**src/rtl/tfp_pkg.sv**
```systemverilog
package tfp_pkg;
  localparam int WORD_W     = 16;
  localparam int FRAME_BITS = 256;
  localparam int SEC_START  = 128;
  localparam int CNT_W      = $clog2(FRAME_BITS);
  localparam int IDX_W      = $clog2(WORD_W);
  localparam int DATA_W     = 8;
  localparam int ADDR_W     = 5;
  // command layout: [15] read flag, [12:8] address, [7:0] data
  localparam int CMD_RW     = 15;
  localparam int ADDR_LSB   = 8;

  typedef struct packed {
    logic             rise;      // bit clock goes high at this edge
    logic             fall;      // bit clock goes low at this edge
    logic             primNow;   // current bit in primary slot
    logic             secNow;    // current bit in active secondary slot
    logic [IDX_W-1:0] idxNow;
    logic             primNext;  // bit entered at a rise is primary
    logic             secNext;
    logic [IDX_W-1:0] idxNext;
    logic             fullWidth; // mode latched for this frame
  } strobe_t;
endpackage

```
**src/rtl/tfp_regs.sv**
```systemverilog
module tfp_regs
  import tfp_pkg::*;
#(
  parameter int                NUM_REGS  = 4,
  parameter int                CTRL_ADDR = 1,
  parameter int                DIV_ADDR  = 2,
  parameter logic [DATA_W-1:0] DIV_RESET = 8'd2
) (
  input  logic              clk,
  input  logic              rstN,
  input  logic              wrEn,
  input  logic [ADDR_W-1:0] wrAddr,
  input  logic [DATA_W-1:0] wrData,
  input  logic [ADDR_W-1:0] rdAddr,
  output logic [DATA_W-1:0] rdData,
  output logic              fullWidthReg,
  output logic [DATA_W-1:0] divReg
);
  localparam int SEL_W = $clog2(NUM_REGS);

  logic [DATA_W-1:0] regFile [NUM_REGS];

  function automatic logic [DATA_W-1:0] evenClamp(input logic [DATA_W-1:0] d);
    return (d < DATA_W'(2)) ? DATA_W'(2) : {d[DATA_W-1:1], 1'b0};
  endfunction

  always_ff @(posedge clk) begin
    for (int i = 0; i < NUM_REGS; i++) begin
      if (!rstN)
        regFile[i] <= (i == DIV_ADDR) ? DIV_RESET : '0;
      else if (wrEn && wrAddr == ADDR_W'(i))
        regFile[i] <= (i == DIV_ADDR) ? evenClamp(wrData) : wrData;
    end
  end

  assign rdData       = (rdAddr < ADDR_W'(NUM_REGS)) ? regFile[rdAddr[SEL_W-1:0]] : '0;
  assign fullWidthReg = regFile[CTRL_ADDR][0];
  assign divReg       = regFile[DIV_ADDR];
endmodule

```
**src/rtl/tfp_ctrl.sv**
```systemverilog
module tfp_ctrl
  import tfp_pkg::*;
(
  input  logic              clk,
  input  logic              rstN,
  input  logic              fcReq,
  input  logic              txBit0,
  input  logic              fullWidthReg,
  input  logic [DATA_W-1:0] divReg,
  output logic              sclkOut,
  output logic              fsyncOut,
  output strobe_t           strb
);
  localparam logic [CNT_W-1:0] LAST_BIT = CNT_W'(FRAME_BITS - 1);
  localparam logic [CNT_W-1:0] SEC_PRE  = CNT_W'(SEC_START - 1);
  localparam logic [CNT_W-1:0] SEC_BEG  = CNT_W'(SEC_START);
  localparam logic [CNT_W-1:0] SEC_END  = CNT_W'(SEC_START + WORD_W);
  localparam logic [CNT_W-1:0] PRIM_END = CNT_W'(WORD_W);
  localparam logic [IDX_W-1:0] IDX_LAST = IDX_W'(WORD_W - 1);

  logic [DATA_W-1:0] divCnt, divActive;
  logic [CNT_W-1:0]  bitCnt, nextBit;
  logic              sbActive, secPending, rise, fall;

  assign rise    = (divCnt == divActive - 1'b1);
  assign fall    = (divCnt == (divActive >> 1) - 1'b1);
  assign nextBit = bitCnt + 1'b1;

  always_comb begin
    strb           = '0;
    strb.rise      = rise;
    strb.fall      = fall;
    strb.primNow   = bitCnt < PRIM_END;
    strb.secNow    = secPending && bitCnt >= SEC_BEG && bitCnt < SEC_END;
    strb.idxNow    = strb.primNow ? bitCnt[IDX_W-1:0] : IDX_W'(bitCnt - SEC_BEG);
    strb.primNext  = nextBit < PRIM_END;
    strb.secNext   = secPending && nextBit >= SEC_BEG && nextBit < SEC_END;
    strb.idxNext   = strb.primNext ? nextBit[IDX_W-1:0] : IDX_W'(nextBit - SEC_BEG);
    strb.fullWidth = sbActive;
  end

  always_ff @(posedge clk) begin
    if (!rstN) begin
      divCnt     <= '0;
      divActive  <= DATA_W'(2);
      bitCnt     <= LAST_BIT - 1'b1;  // first rise enters the sync bit
      sclkOut    <= 1'b0;
      fsyncOut   <= 1'b0;
      sbActive   <= 1'b0;
      secPending <= 1'b0;
    end else begin
      divCnt <= rise ? '0 : divCnt + 1'b1;
      if (rise)      sclkOut <= 1'b1;
      else if (fall) sclkOut <= 1'b0;
      if (rise) begin
        bitCnt   <= nextBit;
        fsyncOut <= (nextBit == LAST_BIT) || (nextBit == SEC_PRE && secPending);
        if (nextBit == '0) begin
          sbActive   <= fullWidthReg;
          divActive  <= divReg;
          secPending <= 1'b0;
        end
      end
      if (fall && strb.primNow && strb.idxNow == IDX_LAST)
        secPending <= sbActive ? fcReq : txBit0;
    end
  end

  AST_FSYNC_ONE_BIT: assert property (@(posedge clk) disable iff (!rstN)
    (fsyncOut && rise) |=> !fsyncOut);
  AST_DIV_BOUND: assert property (@(posedge clk) disable iff (!rstN)
    divCnt < divActive);
  AST_DIV_EVEN: assert property (@(posedge clk) disable iff (!rstN)
    !divActive[0] && divActive >= DATA_W'(2));
  AST_MODE_AT_BOUNDARY: assert property (@(posedge clk) disable iff (!rstN)
    !$stable(sbActive) |-> bitCnt == '0);
endmodule

```
**src/rtl/tfp_dpath.sv**
```systemverilog
module tfp_dpath
  import tfp_pkg::*;
(
  input  logic              clk,
  input  logic              rstN,
  input  logic              sdi,
  input  logic [WORD_W-1:0] rxWord,
  input  strobe_t           strb,
  input  logic [DATA_W-1:0] rdData,
  output logic              sdo,
  output logic [WORD_W-1:0] txWord,
  output logic              txValid,
  output logic              txBit0,
  output logic [ADDR_W-1:0] rdAddr,
  output logic              wrEn,
  output logic [ADDR_W-1:0] wrAddr,
  output logic [DATA_W-1:0] wrData
);
  localparam logic [IDX_W-1:0] IDX_LAST = IDX_W'(WORD_W - 1);
  localparam logic [IDX_W-1:0] IDX_DATA = IDX_W'(WORD_W - DATA_W);
  localparam int               RW_POS   = CMD_RW - ADDR_LSB;  // in upper byte

  logic [WORD_W-2:0] inShift, outShift;
  logic [WORD_W-1:0] wordIn;
  logic              lastPrim, lastSec, isRead;

  assign wordIn   = {inShift, sdi};
  assign lastPrim = strb.fall && strb.primNow && strb.idxNow == IDX_LAST;
  assign lastSec  = strb.fall && strb.secNow  && strb.idxNow == IDX_LAST;
  assign txBit0   = sdi;
  // after the upper byte has arrived, inShift[7:0] holds command bits 15..8
  assign rdAddr   = inShift[ADDR_W-1:0];
  assign isRead   = inShift[RW_POS];
  assign wrEn     = lastSec && !wordIn[CMD_RW];
  assign wrAddr   = wordIn[ADDR_LSB +: ADDR_W];
  assign wrData   = wordIn[DATA_W-1:0];

  always_ff @(posedge clk) begin
    if (!rstN) begin
      inShift  <= '0;
      outShift <= '0;
      sdo      <= 1'b0;
      txWord   <= '0;
      txValid  <= 1'b0;
    end else begin
      txValid <= lastPrim;
      if (strb.fall && (strb.primNow || strb.secNow))
        inShift <= wordIn[WORD_W-2:0];
      if (lastPrim)
        txWord <= strb.fullWidth ? wordIn : {wordIn[WORD_W-1:1], 1'b0};
      if (strb.rise) begin
        if (strb.primNext && strb.idxNext == '0)
          {sdo, outShift} <= rxWord;
        else if (strb.secNext && strb.idxNext == IDX_DATA && isRead)
          {sdo, outShift} <= {rdData, (WORD_W-DATA_W)'(0)};
        else
          {sdo, outShift} <= {outShift, 1'b0};
      end
    end
  end

  AST_TX_LSB_CLEARED: assert property (@(posedge clk) disable iff (!rstN)
    (txValid && !strb.fullWidth) |-> !txWord[0]);
  AST_TXVALID_PULSE: assert property (@(posedge clk) disable iff (!rstN)
    txValid |=> !txValid);
endmodule

```
**src/rtl/tel_frame_port.sv**
```systemverilog
module tel_frame_port
  import tfp_pkg::*;
(
  input  logic              clk,
  input  logic              rstN,
  input  logic              sdi,
  input  logic              fcReq,
  input  logic [WORD_W-1:0] rxWord,
  output logic              sclkOut,
  output logic              fsyncOut,
  output logic              sdo,
  output logic [WORD_W-1:0] txWord,
  output logic              txValid
);
  strobe_t           strb;
  logic              txBit0, wrEn, fullWidthReg;
  logic [ADDR_W-1:0] rdAddr, wrAddr;
  logic [DATA_W-1:0] rdData, wrData, divReg;

  tfp_ctrl i_ctrl (
    .clk(clk), .rstN(rstN), .fcReq(fcReq), .txBit0(txBit0),
    .fullWidthReg(fullWidthReg), .divReg(divReg),
    .sclkOut(sclkOut), .fsyncOut(fsyncOut), .strb(strb)
  );

  tfp_dpath i_dpath (
    .clk(clk), .rstN(rstN), .sdi(sdi), .rxWord(rxWord), .strb(strb),
    .rdData(rdData), .sdo(sdo), .txWord(txWord), .txValid(txValid),
    .txBit0(txBit0), .rdAddr(rdAddr), .wrEn(wrEn), .wrAddr(wrAddr),
    .wrData(wrData)
  );

  tfp_regs i_regs (
    .clk(clk), .rstN(rstN), .wrEn(wrEn), .wrAddr(wrAddr), .wrData(wrData),
    .rdAddr(rdAddr), .rdData(rdData), .fullWidthReg(fullWidthReg),
    .divReg(divReg)
  );
endmodule

```
**config.mk**
```make
export PLATFORM = sky130hd
export DESIGN_NAME = tel_frame_port
export DESIGN_NICKNAME = d
export VERILOG_FILES = /design/src/rtl/tfp_pkg.sv /design/src/rtl/tfp_regs.sv /design/src/rtl/tfp_ctrl.sv /design/src/rtl/tfp_dpath.sv /design/src/rtl/tel_frame_port.sv
export SDC_FILE = /design/constraint.sdc
export NUM_CORES = 1
export LEC_CHECK = 0
export ABC_AREA = 0
export BUFFER_PORTS_ARGS = -buffer_cell sky130_fd_sc_hd__buf_2
export CAP_MARGIN = 20
export CORE_UTILIZATION = 55
export CTS_CLUSTER_SIZE = 12
export DETAILED_ROUTE_END_ITERATION = 6
export PLACE_DENSITY_LB_ADDON = 0.3
export SYNTH_ARGS = -nofsm -noshare
export SYNTH_HDL_FRONTEND = slang
export SYNTH_SLANG_ARGS = --single-unit
```
**constraint.sdc**
```tcl
create_clock -name clk -period 2.7 [get_ports clk]
set_input_delay 0.135 -clock clk [delete_from_list [all_inputs] [get_ports clk]]
set_output_delay 0.135 -clock clk [all_outputs]
set_load 0.02 [all_outputs]
```
==> results.md <==
- PD cells: 509.6 nW/um^2
- Pre-antenna DRT Iters: 5
- Layout cells sized above 1: 0.1884
- Max incr delay on CP: 0.53 ns
- Internal power: 2.339 mW
- Post-route ant nets: 0
- Slew HR: 0.4910
- Crit path max fanout: 9
- Nets: 642
- Library cells used by synthesis: 60
- Clock transition at path regs: 0.10 ns
- Hold Path End: i_dpath.txWord[0]
- NetSw: 0.8778 mW
- Antenna violations before repair: 0
- Post-synth EDFFs: 31
- Flop-to-flop setup slack: 0.12 ns
- Die Y: 102.5 microns
- Clk_lat worst skew: 0.39 ns
- Leak Pwr: 2.311 nW
- Worst slew pin tran: 0.7581 ns
- Synth area leader: dfxtp_1
- Syn nets: 599
- Outcome: complete, no violations
- Sw frac: 0.2729
- Syn-to-layout area delta: 13.55%
- CP Class: flop to flop
- Comb pwr share: 0.153
- Worst flop-to-flop path startpoint: i_ctrl.divActive[2]
- CTS Sinks: 108
- Synth top area cells: dfxtp_1 28%, edfxtp_1 17%, mux2i_1 3.8%
- Die ar.: 10,520 sq um
- Worst path bufs/invs: 3
- FFs w/ async S/R, synth: 0
- Vias in the first global route: 4,105
- Avg Vias per Cell: 5.935
- Syn Area/Cell: 9.704 sq um
- Startpoint types: flop
- Area occupied by multi-input gates: 2882 sq um
- Worst Path Arrival: 2.87 ns
- Root Buffer: clkbuf_8
- Largest net degree at the start of global routing: 35
- Setup crit end kind: flop
- Syn Inst Count: 573
- HP Start: sdi
- # H-tree levels: 3
- Grt ovf: 0
- Ys Warns: 0
- Core Area: 9774 sq um
- Clk_skew: 0.006069 ns
- Overall power: 3.217 mW
- Initial core utilization: 0.5689
- Clock buffer depth: 2
- Max IR drop VDD: 0.4586 mV
- Dpl ws: 0.02511 ns
- Post-layout min period: 2.581 ns
- Clock share of power: 0.300
- Avg WL per Cell: 17.28 microns
- Worst R2R End: i_dpath.txWord[6]
- FF+latch count, synth: 108
- Required time worst endpoint: 2.99 ns
- CP Cell Sequence: inv_1 > ha_4 > xor2_2 > nand3_1 > or4b_4 > a2111oi_4 > buf_4 > buf_12 > mux2i_2 > nor2b_1
- I/O Pins: 40
- Number of I/O port buffers: 39
- RSZ-0062 raised after global routing: no
- Register area: 2475 sq um
- Routed vias: 4,475
- DRC Markers: 0
- Critical path's top delay family: simple AND/OR/NAND/NOR gates
- Commonest cells in the netlist: 77 x dfxtp_1, 38 x o21ai_0, 33 x nand3_1, 31 x edfxtp_1, 30 x nand2_1
- Post-DP HPWL: 9128 microns
- MaxCap Viol Count: 0
- Gp weighted congestion: 0.9056
- HP Class: primary input to flop
- Global-route wire length before repair: 20,620 microns
- Ys flop type: dfxtp_1
- Die width: 102.5 microns
- Post-synth top area share: 0.2772
- Hold Path Cell Cnt: 3
- Final hold vios: 0
- Sequential fraction of the synthesis area: 0.4446
- Final WS setup: 0.1193 ns
- Cell Rows: 36
- Reg power frac: 0.547
- Non-Filler Instances: 754
- Part of the cycle the worst path needs: 0.9558
- Max Clock Freq: 387.5 MHz
- R2R cell count: 10
- N_diodes: 0
- Count leader, synth: dfxtp_1
- CTS tree: built
- Routed WL: 13,030 microns
- DR iter-0 viols: 243
- Post-Place Cells: 732
- Setup violators final: 0
- Fin Hold WS: 0.04395 ns
- Post-Syn Area: 5560 sq um
- TritonCTS buffer count: 9
- Critical-path top delay cell: or4b_4
- Total track usage: 0.2584
- Slew Limit Fails: 0
- Fillers: 818
worst max path at each step:
stage / start / end / slack, ns / depth (start not counted)
after floorplan: i_ctrl.divActive[1] / i_regs.regFile[1][0] / -0.05 / 11
after global placement: i_ctrl.divActive[1] / i_dpath.txWord[2] / 0.13 / 9
after detailed placement: i_ctrl.divActive[1] / i_dpath.txWord[3] / 0.03 / 9
after CTS: i_ctrl.divActive[2] / i_dpath.txWord[3] / 0.02 / 9
after global routing: i_ctrl.divActive[1] / i_dpath.txWord[6] / 0.02 / 10
final: i_ctrl.divActive[2] / i_dpath.txWord[6] / 0.12 / 10
cells in the final DEF (no fill, tap or decap), types with 10 or more instances in the layout:
cell      Yosys  routed
and3_1       18      18
a21boi_1     17      17
a21oi_1      22      22
o21a_1       10      10
o21ai_0      38      38
nand2_1      30      30
buf_2        17      39
o22ai_1      13      13
dfxtp_1      77      75
nand2b_1     11      11
xnor2_1      15      15
and4_1       16      16
nor2_1       17      17
a211oi_1     10      10
mux2i_1      21      19
buf_4         0      34
inv_1        11      11
nor2b_1      21      21
nand3_1      33      33
nor3_1       14      13
edfxtp_1     31      31
final cells by class:
type                       instances  share of cell area
inverter                          11            0.006540
multi-input combinational        407              0.4564
tap                              133             0.02636
timing repair buffer              79             0.08958
clock buffer                      11             0.02081
sequential                       108              0.3920
clock inverter                     5            0.008323
power by group through the flow:
| stage | clock network, mW | logic [mW] | registers, mW |
|---|---|---|---|
| final | 0.965 | 0.493 | 1.76 |
| after global routing | 1.05 | 0.539 | 1.77 |
| after CTS | 0.989 | 0.475 | 1.76 |
| after detailed placement | 0 | 0.473 | 1.80 |
| after global placement | 0 | 0.455 | 1.79 |
| after floorplan | 0 | 0.316 | 1.78 |
stage by stage:
step	setup TNS [ns]	utilization	cell area (sq um)
after floorplan	-0.7317	-	5574
after global placement	0	0.6157	6018
after detailed placement	0	0.6157	6018
after CTS	0	0.6356	6212
after global routing	0	0.6459	6314
final	0	0.6459	6314
cell families (layout without fill, tap and decap cells):
logic type | count (synthesis) | count (layout) | synth area share
AO/OA/AOI/OAI | 150 | 150 | 0.1798
XOR/XNOR | 25 | 25 | 0.03938
adder cells (fa/ha/maj) | 6 | 6 | 0.01350
buffers and inverters | 58 | 106 | 0.04861
flip-flops | 108 | 108 | 0.4446
multiplexers | 29 | 29 | 0.06818
AND/OR/NAND/NOR | 197 | 197 | 0.2059
worst reg2reg max path: cells and delay by family, from the launching register on:
kind,cells,cell delay (ns)
flops,1,0.37
fa+ha+maj,1,0.30
mux,1,0.22
compound gates,1,0.33
xor+xnor,1,0.16
simple gates,3,0.68
buf+inv,3,0.42
layer usage:
| metal | share of wire | global-route usage | vias to the layer above | wire, microns |
|---|---|---|---|---|
| met3 | 0.053 | 0.06712 | 17 | 692 |
| met2 | 0.48 | 0.4092 | 116 | 6202 |
| met5 | 0 | 0 | - | 0 |
| met1 | 0.46 | 0.3474 | 2145 | 5945 |
| li1 | - | - | 2197 | - |
| met4 | 0.014 | 0.08022 | 0 | 187 |
sequential cells by signal, indices dropped and copies added (netlist names), named ones only:
register and cells:
i_ctrl.bitCnt 8, i_ctrl.divActive 7, i_ctrl.divCnt 8, i_ctrl.fsyncOut 1
i_ctrl.sbActive 1, i_ctrl.sclkOut 1, i_ctrl.secPending 1, i_dpath.inShift 15
i_dpath.outShift 15, i_dpath.sdo 1, i_dpath.txValid 1, i_dpath.txWord 16
i_regs.regFile 31
repair_timing:
item	in CTS	in global routing
hold endpoints to repair	1	0
resized for setup	0	10
setup buffers	0	4
setup endpoints to repair	0	112
hold buffers	1	0
No activity file was read; power rests on OpenSTA's default activity.
